[src/rtl/txs_pkg.sv]
package txs_pkg;
  typedef struct packed {
    logic       complete;
    logic       irq_req;
    logic       jabber;
    logic       underrun;
    logic       max_coll;
    logic       overflow;
    logic [1:0] rsvd;
  } txs_rec_t;

  localparam int unsigned REC_W   = $bits(txs_rec_t);
  localparam int unsigned OVF_BIT = 2;
endpackage

[src/rtl/txs_record_fmt.sv]
module txs_record_fmt
  import txs_pkg::*;
(
  input  logic     irq_req_i,
  input  logic     jabber_i,
  input  logic     underrun_i,
  input  logic     max_coll_i,
  output txs_rec_t rec_o
);
  always_comb begin
    rec_o          = '0;
    rec_o.complete = 1'b1;
    rec_o.irq_req  = irq_req_i;
    rec_o.jabber   = jabber_i;
    rec_o.underrun = underrun_i;
    rec_o.max_coll = max_coll_i;
  end
endmodule

[src/rtl/txs_entry_store.sv]
module txs_entry_store
  import txs_pkg::*;
#(
  parameter int unsigned DEPTH = 4,
  localparam int unsigned IDX_W = (DEPTH > 1) ? $clog2(DEPTH) : 1
) (
  input  logic             clk_i,
  input  logic             rst_ni,
  input  logic             clr_i,
  input  logic             wr_en_i,
  input  logic             ovf_en_i,
  input  logic [IDX_W-1:0] wr_idx_i,
  input  txs_rec_t         wr_data_i,
  input  logic [IDX_W-1:0] rd_idx_i,
  output txs_rec_t         rd_data_o
);
  txs_rec_t mem_q [DEPTH];

  for (genvar k = 0; k < DEPTH; k++) begin : g_entry
    always_ff @(posedge clk_i or negedge rst_ni) begin
      if (!rst_ni)                                   mem_q[k] <= '0;
      else if (clr_i)                                mem_q[k] <= '0;
      else if (wr_en_i && wr_idx_i == IDX_W'(k))     mem_q[k] <= wr_data_i;
      else if (ovf_en_i && wr_idx_i == IDX_W'(k))    mem_q[k].overflow <= 1'b1;
    end
  end

  assign rd_data_o = mem_q[rd_idx_i];
endmodule

[src/rtl/txs_status_stack.sv]
module txs_status_stack
  import txs_pkg::*;
#(
  parameter int unsigned DEPTH = 4
) (
  input  logic       clk_i,
  input  logic       rst_ni,
  input  logic       xmit_reset_i,
  input  logic       done_i,
  input  logic       irq_req_i,
  input  logic       jabber_i,
  input  logic       underrun_i,
  input  logic       max_coll_i,
  input  logic       pop_i,
  output logic [7:0] status_o,
  output logic       overflow_o
);
  localparam int unsigned IDX_W = (DEPTH > 1) ? $clog2(DEPTH) : 1;
  localparam int unsigned CNT_W = $clog2(DEPTH + 1);

  logic [CNT_W-1:0] cnt_q, cnt_d;
  logic [IDX_W-1:0] wr_idx, top_idx;
  logic             wr_en, ovf_en, full, empty;
  txs_rec_t         new_rec, top_rec;

  assign full    = (cnt_q == CNT_W'(DEPTH));
  assign empty   = (cnt_q == '0);
  assign top_idx = IDX_W'(cnt_q - 1'b1);

  txs_record_fmt u_fmt (
    .irq_req_i (irq_req_i),
    .jabber_i  (jabber_i),
    .underrun_i(underrun_i),
    .max_coll_i(max_coll_i),
    .rec_o     (new_rec)
  );

  always_comb begin
    cnt_d  = cnt_q;
    wr_en  = 1'b0;
    ovf_en = 1'b0;
    wr_idx = top_idx;
    if (xmit_reset_i) begin
      cnt_d = '0;
    end else if (done_i) begin
      if (pop_i && !empty) begin
        wr_en = 1'b1;                 // replace top
      end else if (!full) begin
        wr_en  = 1'b1;
        wr_idx = IDX_W'(cnt_q);
        cnt_d  = cnt_q + 1'b1;
      end else begin
        ovf_en = 1'b1;                // drop record, flag loss
      end
    end else if (pop_i && !empty) begin
      cnt_d = cnt_q - 1'b1;
    end
  end

  always_ff @(posedge clk_i or negedge rst_ni) begin
    if (!rst_ni) cnt_q <= '0;
    else         cnt_q <= cnt_d;
  end

  txs_entry_store #(.DEPTH(DEPTH)) u_store (
    .clk_i    (clk_i),
    .rst_ni   (rst_ni),
    .clr_i    (xmit_reset_i),
    .wr_en_i  (wr_en),
    .ovf_en_i (ovf_en),
    .wr_idx_i (wr_idx),
    .wr_data_i(new_rec),
    .rd_idx_i (top_idx),
    .rd_data_o(top_rec)
  );

  assign status_o   = empty ? 8'h00 : top_rec;
  assign overflow_o = status_o[OVF_BIT];

  // depth bounded
  a_r2_depth_bound: assert property (@(posedge clk_i) disable iff (!rst_ni)
    cnt_q <= CNT_W'(DEPTH));

  // any visible record carries the complete bit, low bits zero
  a_r1_layout: assert property (@(posedge clk_i) disable iff (!rst_ni)
    (status_o != 8'h00) |-> (status_o[7] && status_o[1:0] == 2'b00));

  // a push shows the new flags next cycle
  a_r2_push_visible: assert property (@(posedge clk_i) disable iff (!rst_ni)
    (done_i && !xmit_reset_i && (!full || pop_i)) |=>
      (status_o[7:3] == {1'b1, $past(irq_req_i), $past(jabber_i),
                         $past(underrun_i), $past(max_coll_i)}) && !status_o[2]);

  // full stack event keeps top flags and sets overflow
  a_r5_overflow_mark: assert property (@(posedge clk_i) disable iff (!rst_ni)
    (done_i && full && !pop_i && !xmit_reset_i) |=>
      (status_o[7:3] == $past(status_o[7:3])) && status_o[2] && $stable(cnt_q));

  // lone pop shrinks depth by one
  a_r3_pop_depth: assert property (@(posedge clk_i) disable iff (!rst_ni)
    (pop_i && !done_i && !xmit_reset_i && !empty) |=> cnt_q == $past(cnt_q) - 1'b1);

  // transmit reset empties the stack
  a_r7_reset_clears: assert property (@(posedge clk_i) disable iff (!rst_ni)
    xmit_reset_i |=> status_o == 8'h00);
endmodule

[config.mk]
export PLATFORM = sky130hd
export DESIGN_NAME = txs_status_stack
export DESIGN_NICKNAME = d
export VERILOG_FILES = /design/src/rtl/txs_pkg.sv /design/src/rtl/txs_record_fmt.sv /design/src/rtl/txs_entry_store.sv /design/src/rtl/txs_status_stack.sv
export SDC_FILE = /design/constraint.sdc
export NUM_CORES = 1
export LEC_CHECK = 0
export ABC_CLOCK_PERIOD_IN_PS = 4000
export CAP_MARGIN = 0
export CORE_MARGIN = 1.5
export CORE_UTILIZATION = 60
export DETAILED_ROUTE_END_ITERATION = 12
export PLACE_DENSITY = 0.84
export REMOVE_ABC_BUFFERS = 1
export SYNTH_ARGS = -nofsm -noshare
export SYNTH_HDL_FRONTEND = slang
export SYNTH_SLANG_ARGS = --single-unit
[constraint.sdc]
create_clock -name clk_i -period 4 [get_ports clk_i]
set_input_delay 1 -clock clk_i [delete_from_list [all_inputs] [get_ports clk_i]]
set_output_delay 1 -clock clk_i [all_outputs]
set_load 0.005 [all_outputs]
==> flow_metrics.py, run 1 <==
metrics = {
    "run_status": {
        "outcome": "complete, no violations",
    },
    "placement": {
        "port_buffers": 15,
        "hpwl_um": 2230,
        "gp_congestion": 0.749,
    },
    "clock_network": {
        "post_cts_resized": 0,
        "cts_inserted_buffers": 3,
        "cts_tree": "yes",
        "cts_root_buf": "clkbuf_4",
        "cts_setup_buffers": 0,
        "clk_pin_slew_worst_paths_ns": 0.14,
        "cts_max_level": 1,
        "ctsLongestPathBuffers": 2,
        "postCtsHoldBufs": 0,
        "clock_sinks": 27,
        "clk_latency_ns": 0.32,
    },
    "synthesis": {
        "synth.most_common_cell": "dfrtp_1",
        "syn_area_um2": 1690,
        "yosys.area.top_type": "dfrtp_1",
        "avgSynthCellArea_um2": 11.7,
        "ys.flop_type": "dfrtp_1",
        "synthArstFlopShare_pct": 100,
        "synth_enable_flop_cells": 0,
        "ys_ff_latch": 27,
        "synthCells": 144,
        "yosys_warnings": 0,
        "synthTopCellsByCount": "dfrtp_1 (27), nor2b_1 (11), nand2_1 (9)",
        "synth_cell_types": 33,
        "synth_top_area_share_pct": 40.0,
        "yosysSeqAreaShare_pct": 40.0,
        "synth.area.top_cells": "dfrtp_1 (40%), mux4_2 (8.0%), mux2_4 (7.1%)",
    },
    "final_layout": {
        "drive_gt1_share_pct": 25.5,
        "diodes": 0,
        "final_nets": 170,
        "area_delta_synth_final_pct": 10.6,
    },
    "timing": {
        "setup_viol": 0,
        "skew_ns": 0.00208,
        "rsz0062_at_grt": "no",
        "finalHoldViolCount": 0,
        "tns_ns": 0,
        "layout_min_cycle_time_ns": 3.62,
        "slew_violations": 0,
        "worst_hold_slack_ns": 0.535,
        "maxClockFrequency_mhz": 276,
        "final.period_utilization_pct": 90.4,
    },
    "worst_setup_path": {
        "critical_path.slowest_cell": "ha_1",
        "crit_type": "flop to primary output",
        "path_buf_inv": 2,
        "critPathLaunchType": "flop",
        "cp.required_ns": 3.00,
        "crit_path_end_kind": "primary output",
        "cp_slowest_stage_delay_ns": 0.63,
        "path_max_fanout": 11,
        "cp_top_family": "adder cells",
        "cp_cell_sequence": "inv_1, ha_1, mux4_2, and2_1, clkdlybuf4s50_1",
        "arrival_ns": 2.62,
    },
    "floorplan": {
        "core_um2": 2710,
        "initial_core_util_pct": 62.4,
        "die_area_um2": 3140,
        "rows": 19,
        "io-pin-count": 18,
        "die_h_um": 56.1,
        "dieWidth_um": 56.1,
    },
    "global_route": {
        "antenna_found_initial": 0,
        "grt_first_pass_wirelength_um": 5240,
        "grt_usage_pct": 21.6,
        "grt_pass1_vias": 1086,
        "grt_remaining_overflow": 0,
        "grt_max_degree": 28,
    },
    "pwr": {
        "netSwitchingFraction_pct": 40.2,
        "clkPwrFrac_pct": 9.6,
        "switchingPower_w": 0.000492,
        "p_leak_nw": 0.897,
        "irDropWorstVdd_mv": 0.505,
        "power_density_nw_per_um2": 655,
        "seqPwrFrac_pct": 32.8,
        "combPwrFrac_pct": 57.6,
        "p_int_w": 0.000732,
    },
    "drt": {
        "viasPerCell": 5.58,
        "first_pass_iters": 4,
        "wirelength_um": 3070,
        "routedWlPerCell_um": 16.3,
        "drtAntennaViolNets": 0,
        "drc_errors": 0,
        "vias": 1049,
        "dr.first_iter.drc_count": 34,
    },
    "worst_hold_path": {
        "min_path_type": "flop to flop",
    },
    "run": {
        "drv_cap": 0,
    },
}
==> through the flow <==
stage	worst slack (ns)	util [%]	instance area, µm²	cells	total power, W
2_1_floorplan	1.06	-	1630	135	0.000928
3_3_place_gp	0.832	68.0	1840	184	0.00109
3_5_place_dp	0.752	68.0	1840	184	0.00112
4_1_cts	0.353	69.0	1870	188	0.00124
5_1_grt	0.239	69.0	1870	188	0.00131
6_report	0.383	69.0	1870	188	0.00122
==> area by class of cell <==
cell class | instances | area (µm²)
Sequential cell | 27 | 676
Clock buffer | 3 | 22.5
Fill cell | 222 | 841
Timing Repair Buffer | 18 | 173
Clock inverter | 1 | 5.00
Tap cell | 31 | 38.8
Inverter | 8 | 30.0
Multi-Input combinational cell | 100 | 925
==> logic make-up (layout without fill, tap and decap cells) <==
kind of cell / Yosys count / count (layout) / share of synthesized area [%]
and+or+nand+nor: 48 / 48 / 18.4
DFF: 27 / 27 / 40.0
other: 1 / 2 / 0.222
xor gates and xnor gates: 3 / 3 / 1.55
adders and majority gates: 3 / 3 / 2.22
AOI/OAI and AO/OA: 14 / 14 / 4.66
buffers and inverters: 18 / 30 / 5.55
muxes: 30 / 30 / 27.4
==> worst paths after layout <==
kind                                         from                 to  slack, ns  cells after the start
worst max-delay path                     cnt_q[1]        status_o[7]       0.38                      5
worst min-delay path            u_store.mem_q[23]  u_store.mem_q[23]       0.53                      2
worst max register to register           cnt_q[1]  u_store.mem_q[20]       1.64                      7
worst min register to register  u_store.mem_q[23]  u_store.mem_q[23]       0.53                      2
max in group asynchronous                  rst_ni  u_store.mem_q[14]       2.73                      2
min in group asynchronous                  rst_ni  u_store.mem_q[10]       1.02                      2
==> layer usage <==
metal / wire length [µm] / up-vias / GRT usage [%] / share of wire, %
met5: 0 / - / 0 / 0
met4: 44 / 0 / 8.16 / 1.4
met3: 54 / 4 / 2.33 / 1.8
met2: 1550 / 14 / 36.1 / 50
met1: 1420 / 524 / 29.2 / 46
li1: - / 507 / - / -
==> flip-flops by register name, indices dropped and copies added, names as in the netlist <==
register       count
u_store.mem_q     24
cnt_q              3
==> power groups by stage <==
stage	sequential, W	clock (W)	combinational (W)
after floorplan	0.000414	0	0.000515
after global placement	0.000401	0	0.000688
after detailed placement	0.000407	0	0.000710
after CTS	0.000401	0.000123	0.000712
after global routing	0.000410	0.000135	0.000760
final	0.000401	0.000118	0.000705
==> tightest hold or removal path: cells and delay by family, from the launching register on <==
kind,cells,cell delay (ns)
buf+inv,1,0.05
compound gates,1,0.06
flops,1,0.40
==> cells in the final DEF, fill, tap and decap left out, types with 5 or more instances in the layout <==
| master | instances |
|---|---|
| mux2_2 | 8 |
| dfrtp_1 | 27 |
| nand2_1 | 9 |
| mux4_2 | 6 |
| nor2b_1 | 11 |
| a21oi_1 | 6 |
| and2b_1 | 5 |
| o21ai_0 | 5 |
| mux2_4 | 8 |
| mux2i_1 | 5 |
| and2_1 | 6 |
| clkdlybuf4s50_1 | 15 |
| inv_1 | 8 |
Power figures use the tool's default switching activity.
==> inputs of run 2 (changes only) <==
--- a/config.mk
+++ b/config.mk
@@ -11,6 +11,7 @@
 export CORE_UTILIZATION = 60
 export DETAILED_ROUTE_END_ITERATION = 12
 export PLACE_DENSITY = 0.84
+export RECOVER_POWER = 50
 export REMOVE_ABC_BUFFERS = 1
 export SYNTH_ARGS = -nofsm -noshare
 export SYNTH_HDL_FRONTEND = slang
==> run 2 against run 1 <==
  * Power is essentially flat
  * Clock skew about the same
  * Non-clock buffer count stayed put
  * Combinational power hardly changed
  * Clock-buffer cell count unchanged
  * Register-to-register slack hardly changed
  * Worst setup slack did not move
  * Via count stayed put
  * Critical endpoint unchanged
  * Largest cell class unchanged
==> flow_metrics.py, run 2 (same netlist as run 1, synthesis figures left out) <==
metrics = {
    "run_status": {
        "outcome": "complete, no violations",
    },
    "final_layout": {
        "final_common_cell": "dfrtp_1",
        "area_delta_synth_final_pct": 10.4,
        "largest_reg_flops": 24,
        "finalNonFillerCells": 188,
        "diodes": 0,
        "multi_input_area_um2": 925,
        "largest_registers": "u_store.mem_q: 24 flops, cnt_q: 3 flops",
        "regArea_um2": 676,
        "final_nets": 170,
        "mostFrequentLayoutCells": "dfrtp_1 (27), clkdlybuf4s50_1 (13), nor2b_1 (11)",
        "drive_gt1_share_pct": 24.8,
        "nFillCells": 221,
        "top_register": "u_store.mem_q",
    },
    "timing": {
        "final.period_utilization_pct": 90.4,
        "tns_ns": 0,
        "rsz0062_at_grt": "no",
        "maxClockFrequency_mhz": 276,
        "layout_min_cycle_time_ns": 3.62,
        "skew_ns": 0.00214,
        "slew_violations": 0,
        "finalHoldViolCount": 0,
        "setup_viol": 0,
        "worstMarginPinSlew_ns": 1.42,
        "max_slew_margin_pct": 5.27,
    },
    "placement": {
        "hpwl_um": 2230,
        "numPlacedInstances": 184,
        "gp_congestion": 0.749,
        "port_buffers": 15,
    },
    "drt": {
        "first_pass_iters": 4,
        "drc_errors": 0,
        "vias": 1049,
        "drtAntennaViolNets": 0,
        "wirelength_um": 3070,
        "dr.first_iter.drc_count": 34,
        "routedWlPerCell_um": 16.3,
        "viasPerCell": 5.58,
    },
    "pwr": {
        "combPwrFrac_pct": 57.6,
        "p_leak_nw": 0.893,
        "switchingPower_w": 0.000492,
        "clkPwrFrac_pct": 9.6,
        "p_int_w": 0.000731,
        "seqPwrFrac_pct": 32.8,
        "power_density_nw_per_um2": 656,
        "irDropWorstVdd_mv": 0.505,
        "netSwitchingFraction_pct": 40.2,
    },
    "run": {
        "drv_cap": 0,
    },
    "worst_setup_path": {
        "cp_slowest_stage_delay_ns": 0.63,
        "cp_top_family": "adder cells",
        "cp_cell_sequence": "inv_1, ha_1, mux4_2, and2_1, clkdlybuf4s50_1",
        "critical_path.slowest_cell": "ha_1",
        "crit_path_end_kind": "primary output",
        "path_buf_inv": 2,
        "cp.required_ns": 3.00,
        "crit_type": "flop to primary output",
        "arrival_ns": 2.62,
        "critPathLaunchType": "flop",
        "path_max_fanout": 11,
        "r2r_start": "cnt_q[1]",
        "startpoint": "cnt_q[1]",
    },
    "floorplan": {
        "die_h_um": 56.1,
        "dieWidth_um": 56.1,
        "rows": 19,
        "die_area_um2": 3140,
        "initial_core_util_pct": 62.4,
        "core_um2": 2710,
        "io-pin-count": 18,
    },
    "clock_network": {
        "clock_sinks": 27,
        "cts_inserted_buffers": 3,
        "cts_setup_buffers": 0,
        "ctsLongestPathBuffers": 2,
        "cts_root_buf": "clkbuf_4",
        "clk_pin_slew_worst_paths_ns": 0.14,
        "post_cts_resized": 0,
        "postCtsHoldBufs": 0,
        "cts_max_level": 1,
        "cts_tree": "yes",
        "clk_latency_ns": 0.32,
    },
    "global_route": {
        "antenna_found_initial": 0,
        "grt_max_degree": 28,
        "grt_pass1_vias": 1086,
        "grt_remaining_overflow": 0,
        "grt_usage_pct": 21.6,
        "grt_first_pass_wirelength_um": 5240,
    },
    "worst_hold_path": {
        "min_path_type": "flop to flop",
        "hp-start": "u_store.mem_q[23]",
    },
}
## run 2: worst paths after layout
kind                                     end  slack [ns]  cells after the start
setup reg to reg           u_store.mem_q[20]        1.64                      7
hold / removal             u_store.mem_q[23]        0.53                      2
max in group asynchronous  u_store.mem_q[14]        1.67                      2
min in group asynchronous  u_store.mem_q[10]        1.51                      2
hold reg to reg            u_store.mem_q[23]        0.53                      2
setup / recovery                 status_o[7]        0.38                      5
## run 2: final cells by class
type                            count  share of cell area [%]
Multi-Input combinational cell    100                    49.6
Sequential cell                    27                    36.2
Clock buffer                        3                    1.21
Clock inverter                      1                   0.268
Tap cell                           31                    2.08
Timing Repair Buffer               18                    9.05
Inverter                            8                    1.61
## run 2: stage by stage
| stage | utilization (%) | setup WS, ns | total power, W | hold slack [ns] | instance area (µm²) |
|---|---|---|---|---|---|
| 6_report | 68.8 | 0.383 | 0.00122 | 0.535 | 1870 |
| 2_1_floorplan | - | 1.06 | 0.000928 | 0.493 | 1630 |
| 4_1_cts | 69.0 | 0.353 | 0.00124 | 0.538 | 1870 |
| 5_1_grt | 68.8 | 0.239 | 0.00130 | 0.571 | 1870 |
| 3_5_place_dp | 68.0 | 0.752 | 0.00112 | 0.518 | 1840 |
| 3_3_place_gp | 68.0 | 0.832 | 0.00109 | 0.507 | 1840 |
## run 2: worst register-to-register path: cells and delay by family (launching register included)
family | cells | cell delay, ns
muxes | 2 | 0.64
DFF | 1 | 0.49
AOI/OAI and AO/OA | 1 | 0.38
and+or+nand+nor | 2 | 0.29
adders and majority gates | 1 | 0.27
buffers and inverters | 1 | 0.19
## run 2: layer usage
layer / up-vias / wire length [µm] / track usage [%]
met5: - / 0 / 0
met4: 0 / 44 / 8.16
met3: 4 / 54 / 2.33
met2: 14 / 1550 / 36.1
met1: 524 / 1420 / 29.2
li1: 507 / - / -
## run 2: power groups by stage
stage	Clock, W	Sequential, W	Combinational [W]
6_report	0.000118	0.000401	0.000704
5_1_grt	0.000135	0.000410	0.000759
4_1_cts	0.000123	0.000401	0.000712
3_5_place_dp	0	0.000407	0.000710
3_3_place_gp	0	0.000401	0.000688
2_1_floorplan	0	0.000414	0.000515
==> inputs of run 3 (changes only) <==
--- a/config.mk
+++ b/config.mk
@@ -13,6 +13,7 @@
 export PLACE_DENSITY = 0.84
 export RECOVER_POWER = 50
 export REMOVE_ABC_BUFFERS = 1
+export SLEW_MARGIN = 20
 export SYNTH_ARGS = -nofsm -noshare
 export SYNTH_HDL_FRONTEND = slang
 export SYNTH_SLANG_ARGS = --single-unit
==> results of run 3 <==
Same layout as run 2: the final DEF is identical, and so are final timing and power.
